--- src/rtl/narrow_pkg.sv ---
`timescale 1ns/1ps
package narrow_pkg;
  typedef enum logic [1:0] {
    SZ_BYTE = 2'b00,
    SZ_HALF = 2'b01,
    SZ_WORD = 2'b10,
    SZ_BAD  = 2'b11
  } elem_sz_e;

  typedef enum logic [1:0] {
    MD_TRUNC = 2'b00,
    MD_SSAT  = 2'b01,
    MD_USAT  = 2'b10,
    MD_S2U   = 2'b11
  } nmode_e;
endpackage

--- src/rtl/narrow_lane.sv ---
`timescale 1ns/1ps
module narrow_lane
  import narrow_pkg::*;
#(
  parameter int NW = 8
) (
  input  logic [2*NW-1:0] wide_i,
  input  nmode_e          mode_i,
  output logic [NW-1:0]   nar_o,
  output logic            sat_o
);
  localparam logic [NW-1:0] ONES = {NW{1'b1}};
  localparam logic [NW-1:0] SMAX = {1'b0, {(NW-1){1'b1}}};
  localparam logic [NW-1:0] SMIN = {1'b1, {(NW-1){1'b0}}};

  logic          neg;
  logic [NW:0]   top_s;
  logic [NW-1:0] top_u;
  logic          s_fit;

  assign neg   = wide_i[2*NW-1];
  assign top_s = wide_i[2*NW-1:NW-1];
  assign top_u = wide_i[2*NW-1:NW];
  assign s_fit = (top_s == '0) || (top_s == '1);

  always_comb begin
    nar_o = wide_i[NW-1:0];
    sat_o = 1'b0;
    unique case (mode_i)
      MD_TRUNC: begin
        nar_o = wide_i[NW-1:0];
      end
      MD_SSAT: begin
        if (!s_fit) begin
          nar_o = neg ? SMIN : SMAX;
          sat_o = 1'b1;
        end
      end
      MD_USAT: begin
        if (|top_u) begin
          nar_o = ONES;
          sat_o = 1'b1;
        end
      end
      MD_S2U: begin
        if (neg) begin
          nar_o = '0;
          sat_o = 1'b1;
        end else if (|top_u[NW-2:0]) begin
          nar_o = ONES;
          sat_o = 1'b1;
        end
      end
      default: ;
    endcase
  end
endmodule

--- src/rtl/narrow_stage.sv ---
`timescale 1ns/1ps
module narrow_stage
  import narrow_pkg::*;
#(
  parameter int NW    = 8,
  parameter int LANES = 4
) (
  input  logic [2*NW*LANES-1:0] src_i,
  input  nmode_e                mode_i,
  output logic [NW*LANES-1:0]   res_o,
  output logic                  sat_o
);
  logic [LANES-1:0] lane_sat;

  for (genvar i = 0; i < LANES; i++) begin : g_lane
    narrow_lane #(.NW(NW)) u_lane (
      .wide_i (src_i[i*2*NW +: 2*NW]),
      .mode_i (mode_i),
      .nar_o  (res_o[i*NW +: NW]),
      .sat_o  (lane_sat[i])
    );
  end

  assign sat_o = |lane_sat;
endmodule

--- src/rtl/simd_narrow_sat.sv ---
`timescale 1ns/1ps
module simd_narrow_sat
  import narrow_pkg::*;
#(
  parameter int SRC_W = 64
) (
  input  logic             clk,
  input  logic             rst_n,
  input  logic             in_valid,
  input  logic [SRC_W-1:0] in_src,
  input  logic [1:0]       in_size,
  input  logic [1:0]       in_mode,
  input  logic             qc_clear,
  output logic             out_valid,
  output logic [SRC_W/2-1:0] out_data,
  output logic             out_err,
  output logic             out_qc
);
  localparam int DST_W = SRC_W / 2;
  localparam int NSZ   = 3;
  localparam int MIN_W = DST_W >> (NSZ - 1);

  logic [DST_W-1:0] stage_res [NSZ];
  logic [NSZ-1:0]   stage_sat;
  nmode_e           mode;

  assign mode = nmode_e'(in_mode);

  for (genvar k = 0; k < NSZ; k++) begin : g_size
    localparam int NW = MIN_W << k;
    narrow_stage #(.NW(NW), .LANES(DST_W / NW)) u_stage (
      .src_i  (in_src),
      .mode_i (mode),
      .res_o  (stage_res[k]),
      .sat_o  (stage_sat[k])
    );
  end

  logic             legal;
  logic [DST_W-1:0] sel_res;
  logic             sel_sat;

  always_comb begin
    legal   = 1'b1;
    sel_res = '0;
    sel_sat = 1'b0;
    unique case (elem_sz_e'(in_size))
      SZ_BYTE: begin sel_res = stage_res[0]; sel_sat = stage_sat[0]; end
      SZ_HALF: begin sel_res = stage_res[1]; sel_sat = stage_sat[1]; end
      SZ_WORD: begin sel_res = stage_res[2]; sel_sat = stage_sat[2]; end
      default: legal = 1'b0;
    endcase
  end

  logic             vld_q, vld_d;
  logic [DST_W-1:0] data_q, data_d;
  logic             err_q, err_d;
  logic             qc_q, qc_d;
  logic             res_en;

  assign res_en = in_valid;

  always_comb begin
    vld_d  = in_valid;
    data_d = legal ? sel_res : '0;
    err_d  = ~legal;
    qc_d   = (qc_clear ? 1'b0 : qc_q) | (in_valid & legal & sel_sat);
  end

  always_ff @(posedge clk or negedge rst_n) begin
    if (!rst_n) begin
      vld_q  <= 1'b0;
      data_q <= '0;
      err_q  <= 1'b0;
      qc_q   <= 1'b0;
    end else begin
      vld_q <= vld_d;
      qc_q  <= qc_d;
      if (res_en) begin
        data_q <= data_d;
        err_q  <= err_d;
      end
    end
  end

  assign out_valid = vld_q;
  assign out_data  = data_q;
  assign out_err   = err_q;
  assign out_qc    = qc_q;
endmodule

--- config.mk ---
export PLATFORM = sky130hd
export DESIGN_NAME = simd_narrow_sat
export DESIGN_NICKNAME = d
export VERILOG_FILES = /design/src/rtl/narrow_pkg.sv /design/src/rtl/narrow_lane.sv /design/src/rtl/narrow_stage.sv /design/src/rtl/simd_narrow_sat.sv
export SDC_FILE = /design/constraint.sdc
export NUM_CORES = 1
export LEC_CHECK = 0
export ABC_CLOCK_PERIOD_IN_PS = 2720
export BUFFER_PORTS_ARGS = -buffer_cell sky130_fd_sc_hd__buf_4
export CAP_MARGIN = 20
export CORE_ASPECT_RATIO = 1.2
export CORE_MARGIN = 2
export CORE_UTILIZATION = 35
export CTS_CLUSTER_SIZE = 24
export DETAILED_ROUTE_END_ITERATION = 10
export SLEW_MARGIN = 20
export SYNTH_ARGS = -nofsm -noshare
export SYNTH_HDL_FRONTEND = slang
export SYNTH_SLANG_ARGS = --single-unit
--- constraint.sdc ---
create_clock -name clk -period 2.72 [get_ports clk]
set_input_delay 0.544 -clock clk [delete_from_list [all_inputs] [get_ports clk]]
set_output_delay 0.544 -clock clk [all_outputs]
set_load 0.02 [all_outputs]
# After elaboration in Yosys (flattened, before gate mapping)
# Cells that the tools add are included.
[classes]
eq_ne = 12
n_bitwise = 4
mux = 82
n_reduce_logical = 33
[ops]
columns = ["cell", "count"]
rows = [
  ["32-bit 2-to-1 mux", 6],
  ["16-bit 2-to-1 mux", 10],
  ["8-bit 2-to-1 mux", 20],
  ["16-bit one-hot mux with 4 select lines", 2],
  ["32-bit one-hot mux with 4 select lines", 1],
  ["8-bit one-hot mux with 4 select lines", 4],
  ["32-bit one-hot mux with 3 select lines", 1],
  ["9-bit equality test (second input constant)", 4],
  ["9-bit logical NOT", 4],
  ["17-bit equality test (second input constant)", 2],
  ["17-bit logical NOT", 2],
  ["33-bit equality test (second input constant)", 1],
  ["33-bit logical NOT", 1],
  ["16-bit OR reduction", 2],
  ["32-bit OR reduction", 1],
  ["8-bit OR reduction", 4],
  ["31-bit OR reduction", 1],
  ["1-bit 2-to-1 mux", 30],
  ["15-bit OR reduction", 2],
  ["7-bit OR reduction", 4],
  ["1-bit one-hot mux with 3 select lines", 8],
  ["1-bit logical OR", 7],
  ["2-bit equality test (second input constant)", 3],
  ["2-bit by 1-bit equality test with 1-bit output (second input constant)", 2],
  ["7 further kinds", 9],
]
[totals]
register_bits = 35
inputBits = 72
word_cells = 135

# Longest topological paths before layout
[logic_depth]
depth_word = 8
mapped_depth = 8
mapped_depth_nobuf = 6

# Hierarchy
# From an unflattened synthesis, not the netlist that was laid out.
[unflattened]
hier_cells = 559
area_unflattened_um2 = 4788.3
[modules_own_cells]
columns = ["mod", "n_inst", "seq_area_each_um2", "area_each_um2", "cells_per_inst"]
rows = [
  ["simd_narrow_sat", 1, 875.8, 2319.7, 194],
  ["narrow_lane at g_size[1].u_stage.g_lane[0].u_lane ...", 2, 0.0, 596.8, 93],
  ["narrow_lane at g_size[0].u_stage.g_lane[0].u_lane ...", 4, 0.0, 188.9, 26],
  ["narrow_lane at g_size[2].u_stage.g_lane[0].u_lane", 1, 0.0, 505.5, 73],
  ["narrow_stage at g_size[0].u_stage", 1, 0.0, 7.5, 1],
  ["narrow_stage at g_size[1].u_stage", 1, 0.0, 6.3, 1],
]

# Worst setup path before layout
# Ideal clock, no wire load.
[synth_timing]
path_kind = "input to register"
startpoint = "input port in_src[31]"
endpoint = "register qc_q, in the netlist out_qc"
n_path_buf = 0
path_slack_ns = 0.065
path_stages = 6
t_required_ns = 2.581
arrival_time_ns = 2.517
cell_sequence = "or4_4 or4_4 o22ai_2 a21o_1 a31oi_1 or4_1"
[synth_between]
elab_chain_cells = 8
word_cells_on_any_way = 26
[synth_rtl]
columns = ["element", "line", "rtl"]
rows = [
  ["from (decl)", "simd_narrow_sat.sv:10", "input logic [SRC_W-1:0] in_src,"],
  ["9-bit equality test, or another cell as far along", "narrow_lane.sv:24", "assign s_fit = (top_s == '0) || (top_s == '1);"],
  ["1-bit logical OR", "narrow_lane.sv:24", ""],
  ["1-bit 2-to-1 mux", "narrow_lane.sv:34", "if (!s_fit) begin"],
  ["1-bit one-hot mux with 3 select lines", "narrow_lane.sv:29", "unique case (mode_i)"],
  ["4-bit OR reduction or 2-bit OR reduction (tied branches)", "narrow_stage.sv:24", "assign sat_o = |lane_sat;"],
  ["1-bit one-hot mux with 3 select lines (*)", "simd_narrow_sat.sv:47", "unique case (elem_sz_e'(in_size))"],
  ["1-bit bitwise AND (*)", "simd_narrow_sat.sv:67", "qc_d = (qc_clear ? 1'b0 : qc_q) | (in_valid & legal & sel_sat);"],
  ["1-bit bitwise OR (*)", "simd_narrow_sat.sv:67", ""],
  ["net qc_d", "simd_narrow_sat.sv:58", "logic qc_q, qc_d;"],
  ["to (signal assigned)", "simd_narrow_sat.sv:78", "qc_q <= qc_d;"],
  ["to (decl)", "simd_narrow_sat.sv:58", ""],
]
# The timed path passes the listed nets; every way through them passes the cells marked *.
# A chain may end at the register's enable or synchronous reset.

# Worst setup path in the final report
[layout_timing]
startpoint = "input port in_src[31]"
endpoint = "register data_q[0], in the netlist out_data[0]"
[layout_between]
elab_chain_cells = 6
word_cells_on_any_way = 16
[layout_rtl]
columns = ["element", "line", "rtl"]
rows = [
  ["33-bit equality test, or another cell as far along", "narrow_lane.sv:24", ""],
  ["1-bit logical OR", "narrow_lane.sv:24", ""],
  ["32-bit 2-to-1 mux or 16-bit 2-to-1 mux (tied branches)", "narrow_lane.sv:34", ""],
  ["32-bit one-hot mux with 4 select lines or 16-bit one-hot mux with 4 select lines (tied branches)", "narrow_lane.sv:29", ""],
  ["32-bit one-hot mux with 3 select lines (*)", "simd_narrow_sat.sv:47", ""],
  ["32-bit 2-to-1 mux (*)", "simd_narrow_sat.sv:65", "data_d = legal ? sel_res : '0;"],
  ["to (signal assigned)", "simd_narrow_sat.sv:80", "data_q <= data_d;"],
  ["to (decl)", "simd_narrow_sat.sv:56", "logic [DST_W-1:0] data_q, data_d;"],
]
# Mark *: on every way between the ends. The rest lies on a longest branch, timed or not.

==> results.py <==
metrics = {
    "global_route": {
        "grt-ovfl-total": 0,
        "grt_pass1_vias": 4033,
        "grt_pass1_wl_um": 21300,
        "grt_max_degree": 36,
        "grtUsageTotal_pct": 27.6,
        "antenna_found_initial": 0,
    },
    "clock_network": {
        "cts_root_buf": "clkbuf_8",
        "cts_setup_buffers": 0,
        "worstSkewPairLatency_ns": 0.29,
        "hold_buffers": 0,
        "htreeDepth": 2,
        "clkTransAtPathRegs_ns": 0.09,
        "clockBufferDepth": 2,
        "clock_sinks": 35,
        "cts_buffers": 5,
        "cts_repair_resize_count": 0,
        "tritoncts": "built",
    },
    "finish": {
        "n_antenna_cell": 0,
        "fin_nets": 617,
        "fin_area_sq_um": 4440,
        "utilization_pct": 51.6,
        "syn_to_final_growth_pct": 42.0,
        "drive_gt1_share_pct": 34.8,
    },
    "logic_synthesis": {
        "synth-edff-count": 0,
        "synthArstFlopShare_pct": 100,
        "synth_top_flop_cell": "dfrtp_1",
        "synth_top_area_share_pct": 28.0,
        "netlist_area_sq_um": 3130,
        "synth.avg_cell_area_sq_um": 7.72,
        "ys_ff_latch": 35,
        "netlist_instances": 405,
        "yosys_warnings": 0,
        "seq_area_frac_synth_pct": 28.0,
        "netlist_top_cells_area": "dfrtp_1 28%, a21oi_1 6.6%, nand3_1 5.4%",
        "synth_largest_area_cell": "dfrtp_1",
        "synth_nets": 477,
        "synth_cell_types": 58,
    },
    "critical_path": {
        "r2r_start": "out_qc",
        "critPathArrivalTime_ns": 2.74,
        "slowest_delay_ns": 0.60,
        "crit_start": "in_src[31]",
        "crit_chain": "buf_4 > or4_4 > or4_4 > or2_2 > nand3_1 > and3_1 > o221ai_1",
        "path_class": "input port to register",
        "ff2ff_path_depth": 2,
        "cp-end-kind": "register",
        "critPathLaunchType": "input port",
        "critPathMostFrequentCell": "or4_4",
        "setup.worst_path.end": "out_data[0]",
        "worst-r2r-setup-slack_ns": 1.59,
        "required_ns": 2.88,
        "slowest_stage": "or4_4",
        "regToRegEndpoint": "out_qc",
        "cp_max_fo": 7,
    },
    "timing": {
        "fin_setup_tns_ns": 0,
        "tightest_slew_ns": 0.773,
        "slew_viol_final": 0,
        "fin_ws_ns": 0.145,
        "timing.fmax_mhz": 388,
        "clock_skew_ns": 0,
        "grt_setup_unrepaired": "false",
        "fin_crit_sh_pct": 94.7,
        "relSlewSlack_pct": 48.1,
        "fin_crit_ns": 2.58,
        "hold_viol": 0,
        "finalSetupViolCount": 0,
    },
    "floorplanning": {
        "fp.dieW_um": 90.3,
        "core_sq_um": 8610,
        "die_h_um": 108,
        "dieArea_sq_um": 9710,
        "rows": 37,
        "io_pins": 107,
        "start_util_pct": 36.3,
    },
    "placement": {
        "place_congestion": 1.06,
        "port_buffers": 106,
        "dpl_cell_area_sq_um": 4340,
        "dp_slack_ns": -0.166,
        "hpwl_um": 10600,
    },
    "pwr": {
        "p_sw_uw": 691,
        "power.leakage_uw": 0.00191,
        "seqPwrFrac_pct": 35.4,
        "powerDensity_nw_per_um2": 412,
        "power_frac_clock_pct": 23.9,
        "p_int_uw": 1140,
        "sw_frac_of_total_pct": 37.8,
        "peakVddDrop_v": 0.000192,
        "combPwrFrac_pct": 40.7,
    },
    "route": {
        "wl_um": 13500,
        "vias": 3989,
        "ant_nets": 0,
        "drc": 0,
        "via_per_inst": 6.02,
        "routedWlPerCell_um": 20.3,
        "firstDrtPassIters": 5,
        "drt_iter0_drc": 267,
    },
    "hold_path": {
        "hp-class": "input port to asynchronous set/reset pin",
    },
    "run_status": {
        "status": "complete, no violations",
    },
    "job": {
        "maxCapViolCount": 0,
    },
}
==> final cells by class <==
type                            instances  area [sq um]
Clock inverter                          2          16.3
Timing Repair Buffer                  159          1210
Clock buffer                            6          82.6
Tap cell                              117           146
Fill cell                             912          4170
Sequential cell                        35           876
Inverter                               13          48.8
Multi-Input combinational cell        331          2060
==> per-layer routing <==
layer  global-route usage (%)  routed length [um]  share of wire (%)
met2                     49.7                6820                 51
met4                     12.0                 561                4.2
met3                     3.50                 757                5.6
met1                     33.1                5330                 40
met5                        0                   0                  0
==> cell usage in the layout, fill, tap and decap left out, drive strengths merged, types with 6 or more instances in the layout <==
cell       n
a31oi      6
a21oi     41
o221ai     9
nand4      9
a21o       6
o211ai    16
a2bb2oi    7
or4       18
dfrtp     35
nand3     34
buf      159
o2111ai    8
nor4       6
inv       13
nor3       6
nor2      25
o21ai     31
clkbuf     6
nand2     35
o21a       9
==> kinds of logic (layout without fill, tap and decap cells) <==
family	after synthesis	count (layout)	share of synthesized area, %
buffers and inverters	39	180	6.00
XOR/XNOR	1	1	0.280
AO/OA/AOI/OAI	167	167	37.1
flip-flops	35	35	28.0
AND/OR/NAND/NOR	163	163	28.6
==> synthesized netlist by cell type, drive strengths merged (2+ instances only) <==
library cell  count
a21o              6
or4              18
a31oi             6
buf               2
clkbuf           24
a211oi            3
nor2b             3
o2bb2ai           3
a21oi            41
nor3              6
nand3            34
or3               3
o31ai             2
inv              13
a2111o            3
dfrtp            35
o21ai            31
a2bb2oi           7
nand2b            5
and3              5
o21a              9
a221o             5
o2111ai           8
o22ai             3
o311ai            3
nor2             25
and4              4
nand4             9
nor4              6
a22o              2
or2               5
o221ai            9
nand2            35
and2              3
o211ai           16
==> through the flow <==
stage / hold slack [ns] / std cells / total power, uW
after floorplan: 0.248 / 405 / 1020
after global placement: 0.479 / 655 / 1390
after detailed placement: 0.495 / 655 / 1400
after CTS: 0.222 / 663 / 1820
after global routing: 0.231 / 663 / 1920
final: 0.192 / 663 / 1830
==> flip-flops by register name (all words and copies together) (netlist names) <==
name       count
out_data      32
out_err        1
out_qc         1
out_valid      1
==> power by group through the flow <==
stage / registers, uW / clock network (uW) / logic, uW
finish: 647 / 436 / 744
global route: 657 / 460 / 800
CTS: 647 / 430 / 743
detailed placement: 656 / 0 / 742
global placement: 653 / 0 / 734
floorplan: 743 / 0 / 273
==> critical path, delay by kind of cell <==
family                 cells  cell delay [ns]
AO/OA/AOI/OAI              1             0.18
buffers and inverters      1             0.11
AND/OR/NAND/NOR            5             1.90
==> worst min-delay path by stage <==
stage                     cells past startpoint  slack (ns)          from           end
after floorplan                               0        0.25         rst_n   out_data[0]
final                                         1        0.19         rst_n     out_valid
after global placement                        2        0.48       out_err       out_err
after detailed placement                      2        0.50  out_data[14]  out_data[14]
after CTS                                     1        0.22         rst_n     out_valid
after global routing                          1        0.23         rst_n     out_valid
Note: power is estimated with default switching activity, not from simulation.
